`src/rtl/brx_pkg.sv`:
```
package brx_pkg;
    localparam int HDR_BYTES = 7;
    localparam int HDR_W     = HDR_BYTES * 8;
    localparam int OVERHEAD  = HDR_BYTES + 3;

    typedef enum logic [2:0] {
        ST_IDLE, ST_HDR, ST_HCRC, ST_PAY, ST_DCRC, ST_FOOT
    } frm_state_e;

    typedef struct packed {
        logic [HDR_W-1:0] hdr;
        logic             active;
    } tx_desc_t;

    function automatic logic [7:0] crc8_next(input logic [7:0] c, input logic [7:0] d);
        logic [7:0] r;
        logic       fb;
        r = c;
        for (int i = 7; i >= 0; i--) begin
            fb = r[7] ^ d[i];
            r  = {r[6:0], 1'b0} ^ (fb ? 8'h07 : 8'h00);
        end
        return r;
    endfunction
endpackage

```
`src/rtl/brx_crc8_acc.sv`:
```
module brx_crc8_acc
    import brx_pkg::*;
(
    input  logic       clk,
    input  logic       rst,
    input  logic       clr,
    input  logic       en,
    input  logic [7:0] din,
    output logic [7:0] crc
);
    always_ff @(posedge clk) begin
        if (rst)            crc <= 8'h00;
        else if (clr && en) crc <= crc8_next(8'h00, din);
        else if (clr)       crc <= 8'h00;
        else if (en)        crc <= crc8_next(crc, din);
    end
endmodule

```
`src/rtl/brx_tx.sv`:
```
module brx_tx
    import brx_pkg::*;
#(
    parameter int LEN_W = 8
) (
    input  logic             clk,
    input  logic             rst,
    input  logic             start_i,
    input  tx_desc_t         desc_i,
    input  logic [LEN_W-1:0] len_i,
    output logic             idle_o,
    input  logic [7:0]       pl_data_i,
    input  logic             pl_valid_i,
    output logic             pl_ready_o,
    output logic [7:0]       out_data_o,
    output logic             out_valid_o,
    input  logic             out_ready_i,
    output logic             out_sop_o,
    output logic             out_last_o,
    output logic             out_active_o
);
    localparam int TOT_W = LEN_W + 5;

    frm_state_e       state;
    logic [HDR_W-1:0] hdr_q;
    logic [LEN_W-1:0] len_q;
    logic [LEN_W-1:0] bcnt;
    logic             act_q;
    logic [TOT_W-1:0] tot;
    logic [7:0]       hcrc, dcrc;
    logic             accept, xfer;

    assign accept = (state == ST_IDLE) && start_i;
    assign xfer   = out_valid_o && out_ready_i;
    assign idle_o = (state == ST_IDLE);

    brx_crc8_acc u_hcrc (.clk(clk), .rst(rst), .clr(accept),
                         .en(xfer && state == ST_HDR), .din(out_data_o), .crc(hcrc));
    brx_crc8_acc u_dcrc (.clk(clk), .rst(rst), .clr(accept),
                         .en(xfer && state == ST_PAY), .din(out_data_o), .crc(dcrc));

    always_comb begin
        out_data_o  = 8'h00;
        out_valid_o = 1'b0;
        pl_ready_o  = 1'b0;
        unique case (state)
            ST_HDR:  begin out_valid_o = 1'b1; out_data_o = hdr_q[HDR_W-1 -: 8]; end
            ST_HCRC: begin out_valid_o = 1'b1; out_data_o = hcrc; end
            ST_PAY: begin
                out_valid_o = act_q ? pl_valid_i : 1'b1;
                out_data_o  = act_q ? pl_data_i : 8'h00;
                pl_ready_o  = act_q && pl_valid_i && out_ready_i;
            end
            ST_DCRC: begin out_valid_o = 1'b1; out_data_o = dcrc; end
            ST_FOOT: out_valid_o = 1'b1;
            default: ;
        endcase
    end

    assign out_sop_o    = (state == ST_HDR) && (bcnt == '0);
    assign out_last_o   = (state == ST_FOOT);
    assign out_active_o = (state != ST_IDLE) && act_q;

    always_ff @(posedge clk) begin
        if (rst) begin
            state <= ST_IDLE;
            hdr_q <= '0;
            len_q <= '0;
            bcnt  <= '0;
            act_q <= 1'b0;
            tot   <= '0;
        end else if (accept) begin
            state <= ST_HDR;
            hdr_q <= desc_i.hdr;
            act_q <= desc_i.active;
            len_q <= len_i;
            bcnt  <= '0;
            tot   <= '0;
        end else if (xfer) begin
            tot <= tot + 1'b1;
            unique case (state)
                ST_HDR: begin
                    hdr_q <= hdr_q << 8;
                    if (bcnt == LEN_W'(HDR_BYTES - 1)) begin
                        bcnt  <= '0;
                        state <= ST_HCRC;
                    end else begin
                        bcnt <= bcnt + 1'b1;
                    end
                end
                ST_HCRC: state <= (len_q == '0) ? ST_DCRC : ST_PAY;
                ST_PAY: begin
                    if (bcnt == len_q - 1'b1) begin
                        bcnt  <= '0;
                        state <= ST_DCRC;
                    end else begin
                        bcnt <= bcnt + 1'b1;
                    end
                end
                ST_DCRC: state <= ST_FOOT;
                ST_FOOT: state <= ST_IDLE;
                default: state <= ST_IDLE;
            endcase
        end
    end

    // packet length
    p_len_total_r5: assert property (@(posedge clk) disable iff (rst)
        (xfer && out_last_o) |-> (TOT_W'(tot + 1'b1) == TOT_W'(len_q) + TOT_W'(OVERHEAD)));
    // inactive packets never pull payload
    p_idle_pkt_r6: assert property (@(posedge clk) disable iff (rst)
        (out_valid_o && !out_active_o) |-> !pl_ready_o);
    // stall holds position
    p_stall_hold_r7: assert property (@(posedge clk) disable iff (rst)
        (out_valid_o && !out_ready_i) |=> ($stable(state) && $stable(bcnt)));
    // back to idle after footer
    p_idle_after_last_r8: assert property (@(posedge clk) disable iff (rst)
        (xfer && out_last_o) |=> idle_o);
endmodule

```
`src/rtl/brx_rx.sv`:
```
module brx_rx
    import brx_pkg::*;
#(
    parameter int LEN_W = 8
) (
    input  logic             clk,
    input  logic             rst,
    input  logic             valid_i,
    input  logic [7:0]       data_i,
    input  logic             sop_i,
    input  logic [LEN_W-1:0] len_i,
    input  logic             active_i,
    output logic             hdr_err_o,
    output logic             data_err_o,
    output logic             foot_valid_o,
    output logic [7:0]       foot_data_o
);
    frm_state_e       state;
    logic [LEN_W-1:0] len_q, bcnt;
    logic             act_q;
    logic [7:0]       hcrc, dcrc;
    logic             start, hen, den, dclr;

    assign start = valid_i && sop_i;
    assign hen   = valid_i && (sop_i || state == ST_HDR);
    assign den   = valid_i && !sop_i && state == ST_PAY;
    assign dclr  = start;

    brx_crc8_acc u_hcrc (.clk(clk), .rst(rst), .clr(start), .en(hen),
                         .din(data_i), .crc(hcrc));
    brx_crc8_acc u_dcrc (.clk(clk), .rst(rst), .clr(dclr), .en(den),
                         .din(data_i), .crc(dcrc));

    always_ff @(posedge clk) begin
        if (rst) begin
            state        <= ST_IDLE;
            len_q        <= '0;
            bcnt         <= '0;
            act_q        <= 1'b0;
            hdr_err_o    <= 1'b0;
            data_err_o   <= 1'b0;
            foot_valid_o <= 1'b0;
            foot_data_o  <= 8'h00;
        end else begin
            hdr_err_o    <= 1'b0;
            data_err_o   <= 1'b0;
            foot_valid_o <= 1'b0;
            if (start) begin
                state <= ST_HDR;
                len_q <= len_i;
                act_q <= active_i;
                bcnt  <= LEN_W'(1);
            end else if (valid_i) begin
                unique case (state)
                    ST_HDR: begin
                        if (bcnt == LEN_W'(HDR_BYTES - 1)) begin
                            bcnt  <= '0;
                            state <= ST_HCRC;
                        end else begin
                            bcnt <= bcnt + 1'b1;
                        end
                    end
                    ST_HCRC: begin
                        hdr_err_o <= (data_i != hcrc);
                        state     <= (len_q == '0) ? ST_DCRC : ST_PAY;
                    end
                    ST_PAY: begin
                        if (bcnt == len_q - 1'b1) begin
                            bcnt  <= '0;
                            state <= ST_DCRC;
                        end else begin
                            bcnt <= bcnt + 1'b1;
                        end
                    end
                    ST_DCRC: begin
                        data_err_o <= act_q && (data_i != dcrc);
                        state      <= ST_FOOT;
                    end
                    ST_FOOT: begin
                        foot_valid_o <= 1'b1;
                        foot_data_o  <= data_i;
                        state        <= ST_IDLE;
                    end
                    default: ;
                endcase
            end
        end
    end

    // header error is a single-cycle pulse
    p_hdr_pulse_r9: assert property (@(posedge clk) disable iff (rst)
        hdr_err_o |=> !hdr_err_o);
    // payload error single-cycle and only for active packets
    p_data_pulse_r10: assert property (@(posedge clk) disable iff (rst)
        data_err_o |=> !data_err_o);
    p_data_active_r10: assert property (@(posedge clk) disable iff (rst)
        data_err_o |-> act_q);
    // footer strobe single cycle
    p_foot_pulse_r11: assert property (@(posedge clk) disable iff (rst)
        foot_valid_o |=> !foot_valid_o);
endmodule

```
`src/rtl/brx_rowcfg.sv`:
```
module brx_rowcfg #(
    parameter int RW_W = 8
) (
    input  logic [RW_W-1:0] row_w_i,
    output logic [RW_W-1:0] hstart_o,
    output logic [RW_W-1:0] hstop_o,
    output logic [RW_W-1:0] interval_o,
    output logic [RW_W-1:0] wordlen_o
);
    assign hstart_o   = RW_W'(1);
    assign hstop_o    = row_w_i - 1'b1;
    assign interval_o = row_w_i;
    assign wordlen_o  = row_w_i - 1'b1;

    // data window sits inside the row
    always_comb begin
        if (row_w_i >= RW_W'(2))
            p_window_r12: assert (hstart_o <= hstop_o && hstop_o < interval_o);
    end
endmodule

```
`src/rtl/brx_framer.sv`:
```
module brx_framer
    import brx_pkg::*;
#(
    parameter int LEN_W = 8,
    parameter int RW_W  = 8
) (
    input  logic             clk,
    input  logic             rst,
    input  logic             tx_start,
    input  logic [55:0]      tx_hdr,
    input  logic [LEN_W-1:0] tx_len,
    input  logic             tx_active,
    output logic             tx_idle,
    input  logic [7:0]       tx_pl_data,
    input  logic             tx_pl_valid,
    output logic             tx_pl_ready,
    output logic [7:0]       tx_out_data,
    output logic             tx_out_valid,
    input  logic             tx_out_ready,
    output logic             tx_out_sop,
    output logic             tx_out_last,
    output logic             tx_out_active,
    input  logic             rx_valid,
    input  logic [7:0]       rx_data,
    input  logic             rx_sop,
    input  logic [LEN_W-1:0] rx_len,
    input  logic             rx_active,
    output logic             rx_hdr_err,
    output logic             rx_data_err,
    output logic             rx_foot_valid,
    output logic [7:0]       rx_foot_data,
    input  logic [RW_W-1:0]  row_w,
    output logic [RW_W-1:0]  cfg_hstart,
    output logic [RW_W-1:0]  cfg_hstop,
    output logic [RW_W-1:0]  cfg_interval,
    output logic [RW_W-1:0]  cfg_wordlen
);
    tx_desc_t desc;
    assign desc.hdr    = tx_hdr;
    assign desc.active = tx_active;

    brx_tx #(.LEN_W(LEN_W)) u_tx (
        .clk(clk), .rst(rst), .start_i(tx_start), .desc_i(desc), .len_i(tx_len),
        .idle_o(tx_idle), .pl_data_i(tx_pl_data), .pl_valid_i(tx_pl_valid),
        .pl_ready_o(tx_pl_ready), .out_data_o(tx_out_data), .out_valid_o(tx_out_valid),
        .out_ready_i(tx_out_ready), .out_sop_o(tx_out_sop), .out_last_o(tx_out_last),
        .out_active_o(tx_out_active));

    brx_rx #(.LEN_W(LEN_W)) u_rx (
        .clk(clk), .rst(rst), .valid_i(rx_valid), .data_i(rx_data), .sop_i(rx_sop),
        .len_i(rx_len), .active_i(rx_active), .hdr_err_o(rx_hdr_err),
        .data_err_o(rx_data_err), .foot_valid_o(rx_foot_valid), .foot_data_o(rx_foot_data));

    brx_rowcfg #(.RW_W(RW_W)) u_cfg (
        .row_w_i(row_w), .hstart_o(cfg_hstart), .hstop_o(cfg_hstop),
        .interval_o(cfg_interval), .wordlen_o(cfg_wordlen));
endmodule

```
`config.mk`:
```
export PLATFORM = sky130hd
export DESIGN_NAME = brx_framer
export DESIGN_NICKNAME = d
export VERILOG_FILES = /design/src/rtl/brx_pkg.sv /design/src/rtl/brx_crc8_acc.sv /design/src/rtl/brx_tx.sv /design/src/rtl/brx_rx.sv /design/src/rtl/brx_rowcfg.sv /design/src/rtl/brx_framer.sv
export SDC_FILE = /design/constraint.sdc
export NUM_CORES = 1
export LEC_CHECK = 0
export BUFFER_PORTS_ARGS = -buffer_cell sky130_fd_sc_hd__buf_2
export CAP_MARGIN = 5
export CORE_ASPECT_RATIO = 1.75
export CORE_MARGIN = 2
export CORE_UTILIZATION = 40
export DETAILED_ROUTE_END_ITERATION = 10
export RECOVER_POWER = 100
export SLEW_MARGIN = 15
export SYNTH_ARGS = -nofsm -noshare
export SYNTH_HDL_FRONTEND = slang
export SYNTH_SLANG_ARGS = --single-unit
```
`constraint.sdc`:
```
create_clock -name clk -period 4.15 [get_ports clk]
set_input_delay 0.6225 -clock clk [delete_from_list [all_inputs] [get_ports clk]]
set_output_delay 0.6225 -clock clk [all_outputs]
set_load 0.01 [all_outputs]
```
==> qor.yml <==
outcome: "finished, violations left"
failing_checks: "max-capacitance violations, max-slew violations"
routed_via_density: 5.54
post_route_wl_um: 24300
finalWorstPathRequiredPeriod_ps: 3720
syn2layout_area_growth_pct: 14.5
globalRouteTotalUtil_pct: 21.9
startpoint: "u_tx.state[0]"
hpwl_after_dpl_um: 17600
layout.nets: 1269
critical_r2r_launch: "u_tx.state[0]"
crit_slowest_cell: "nor3b_1"
data_arrival_time_of_the_critical_path_ps: 3100
die-area_um2: 22400
routed-via-count: 7828
cts-htree-levels: 4
postPlaceCellArea_um2: 9160
die_height_um: 197
cpPeakStageDelay_ps: 1020
cell_family_with_most_cp_delay: "simple AND/OR/NAND/NOR gates"
route.antenna.remaining_nets: 0
grt_pass1_vias: 7752
ratio_of_cells_with_drive_above_1_in_the_final_layout_pct: 14.3
antenna_cells_inserted: 0
yosys_register_bits: 139
gr-total-overflow: 0
maxSlewHeadroom_pct: -16.8
path_class: "reg -> out"
cts_hold_repair.buffers: 0
latest_clock_arrival_within_the_worst_skew_pair_ps: 430
synthDominantCellAreaShare_pct: 32.8
top_cells_by_area_synth: "dfxtp_1 (33%), nand2_1 (8.3%), xnor2_1 (6.7%)"
place_congestion: 0.896
worstMarginPinSlew_ps: 1750
maxCapViolCount: 2
switching_power_mw: 1.37
seq_area_frac_synth_pct: 32.8
critical_path_peak_fanout: 17
dr.pass1.iters: 4
cts_setup_buffers: 0
synthDominantAreaCellType: "dfxtp_1"
worst-endpoint-required_ps: 3530
timing.critical_path.cells: "nor3b_1 > a211o_1 > or2_0 > buf_2"
count_of_flip_flops_with_a_built_in_enable_after_synthesis: 0
mostFrequentLayoutCell: "nand2_1"
rsz0062_at_grt: "false"
grt_start_max_net_pins: 99
buffers_inverters_on_critical_path: 1
synth_flop_cell: "dfxtp_1"
synth_cells: 1062
cts_buffers: 17
power.share.combinational_pct: 24.3
finClkSkew_ps: 6.55
synthArstFlopShare_pct: 0
post_cts_resize_count: 0
cts.sink_count: 139
setup-violations-final: 0
core-area_um2: 20800
share_clk_of_total_power_pct: 38.5
tritoncts: "done"
io_buffer_count: 153
num_rows: 70
synth.yosys.warnings: 0
netSwitchingFraction_pct: 32.0
wire_length_of_the_first_global_routing_pass_um: 39000
power_density_nw_per_um2: 443
power.static_leakage_nw: 3.79
stdcell_area_um2: 9700
worst_hold_margin_ps: 428
netlist-cell-type-count: 77
tns_ps: 0
achievable-frequency_mhz: 269
routed_wire_length_per_instance_um: 17.2
worstSetupEndpointType: "output pin"
critical_path.startpoint_type: "register"
fp.dieW_um: 114
final_util_pct: 46.6
finalMaxSlewViolations: 108
clock_path_buffers: 2
antenna_found_initial: 0
post_synth.cell_area_avg_um2: 7.98
total_of_fill_cells_in_the_finished_design: 2160
initialDrtViolationCount: 298
timing_hold_violations_final: 0
ios: 162
final_cell_mix: "nand2_1 (185), dfxtp_1 (139), nor2_1 (120), buf_2 (105), xnor2_1 (65)"
power_frac_seq_pct: 37.1
netlist_area_um2: 8480
post-route-period-util_pct: 89.7
placed_cells: 1381
post_route_drc: 0
vdd_ir_drop_max_mv: 0.340
cellInternalPower_mw: 2.92
holdCritStartpoint: "tx_len[3]"
floorplan.initialDensity_pct: 40.7
layoutNonFillerInstCount: 1413
ctsRootBufferMaster: "clkbuf_16"
hp-class: "in -> reg"
cts.clk_slew.worst_paths_ps: 60
==> worst min-delay path, cell delays in order <==
cell and delay, ps:
buf_2 100, nand2_1 40, a21oi_1 50
==> metal layers <==
layer  routed length, um  GRT usage (%)  up-vias
met5                   0              0        -
met1                9620           23.1     3678
met4                 991           10.8        0
li1                    -              -     3885
met3                 984           4.43       60
met2               12700           40.6      205
==> synth_stat cells (4+ instances only) <==
library cell / n
nand2_1: 187
dfxtp_1: 139
nor2_1: 120
clkbuf_1: 68
xnor2_1: 65
a21oi_1: 62
a311oi_1: 49
xor2_1: 35
buf_4: 24
mux2i_1: 22
inv_1: 19
ha_1: 16
a211oi_1: 15
a22oi_1: 15
nor3_1: 14
or3_1: 12
nand3_1: 11
a31oi_1: 10
o21ai_0: 10
and3_1: 8
o22ai_1: 8
a21o_1: 7
and2_1: 7
nor2b_1: 7
nor4_1: 7
nand4_1: 6
nor4bb_1: 6
xnor3_1: 6
mux2_2: 5
nand2b_1: 5
o211ai_1: 5
o221ai_1: 5
a211o_1: 4
nand3b_1: 4
nand4b_1: 4
o21a_1: 4
==> cells by family (layout without fill, tap and decap cells) <==
| logic type | Yosys count | count (layout) | synth area share, % |
|---|---|---|---|
| compound gates | 222 | 222 | 18.7 |
| flops | 139 | 139 | 32.8 |
| simple gates | 429 | 429 | 23.8 |
| xor+xnor | 107 | 107 | 12.1 |
| buf+inv | 119 | 212 | 6.66 |
| other cells | 2 | 8 | 0.0886 |
| mux | 28 | 28 | 3.39 |
| fa+ha+maj | 16 | 16 | 2.36 |
==> layout make-up <==
| cell class | count | area [um^2] | area share [%] |
|---|---|---|---|
| clock buffer | 19 | 443 | 4.56 |
| clock inverter | 13 | 190 | 1.96 |
| inverter | 19 | 71.3 | 0.735 |
| multi-input combinational | 810 | 5140 | 53.0 |
| sequential | 139 | 2780 | 28.7 |
| tap | 252 | 315 | 3.25 |
| timing repair buffer | 161 | 763 | 7.86 |
==> stage by stage <==
step | worst slack [ps] | power, mW
3_3_place_gp | 1130 | 2.66
6_report | 428 | 4.30
5_1_grt | 240 | 4.52
3_5_place_dp | 1040 | 2.68
2_1_floorplan | 1760 | 2.39
4_1_cts | 741 | 4.35
==> power groups by stage <==
stage                     sequential [mW]  combinational, mW  clock (mW)
after floorplan                      1.57              0.824           0
after global placement               1.62               1.04           0
after detailed placement             1.62               1.05           0
after CTS                            1.59               1.06        1.69
after global routing                 1.61               1.16        1.74
final                                1.60               1.05        1.66
==> sequential cells by signal (all words and copies together), names as in the netlist, 3 cells and up <==
| signal | cells |
|---|---|
| u_rx.bcnt | 8 |
| u_rx.foot_data_o | 8 |
| u_rx.len_q | 8 |
| u_rx.state | 3 |
| u_rx.u_dcrc.crc | 8 |
| u_rx.u_hcrc.crc | 8 |
| u_tx.bcnt | 8 |
| u_tx.hdr_q | 56 |
| u_tx.len_q | 8 |
| u_tx.state | 3 |
| u_tx.u_dcrc.crc | 8 |
| u_tx.u_hcrc.crc | 8 |
==> worst paths after layout <==
path | depth (start not counted) | slack, ps | end
max | 4 | 430 | tx_out_data[5]
min | 3 | 430 | u_tx.len_q[3]
max reg2reg | 6 | 550 | u_tx.u_hcrc.crc[5]
min reg2reg | 2 | 470 | u_rx.act_q
(Power assumes the default switching activity.)
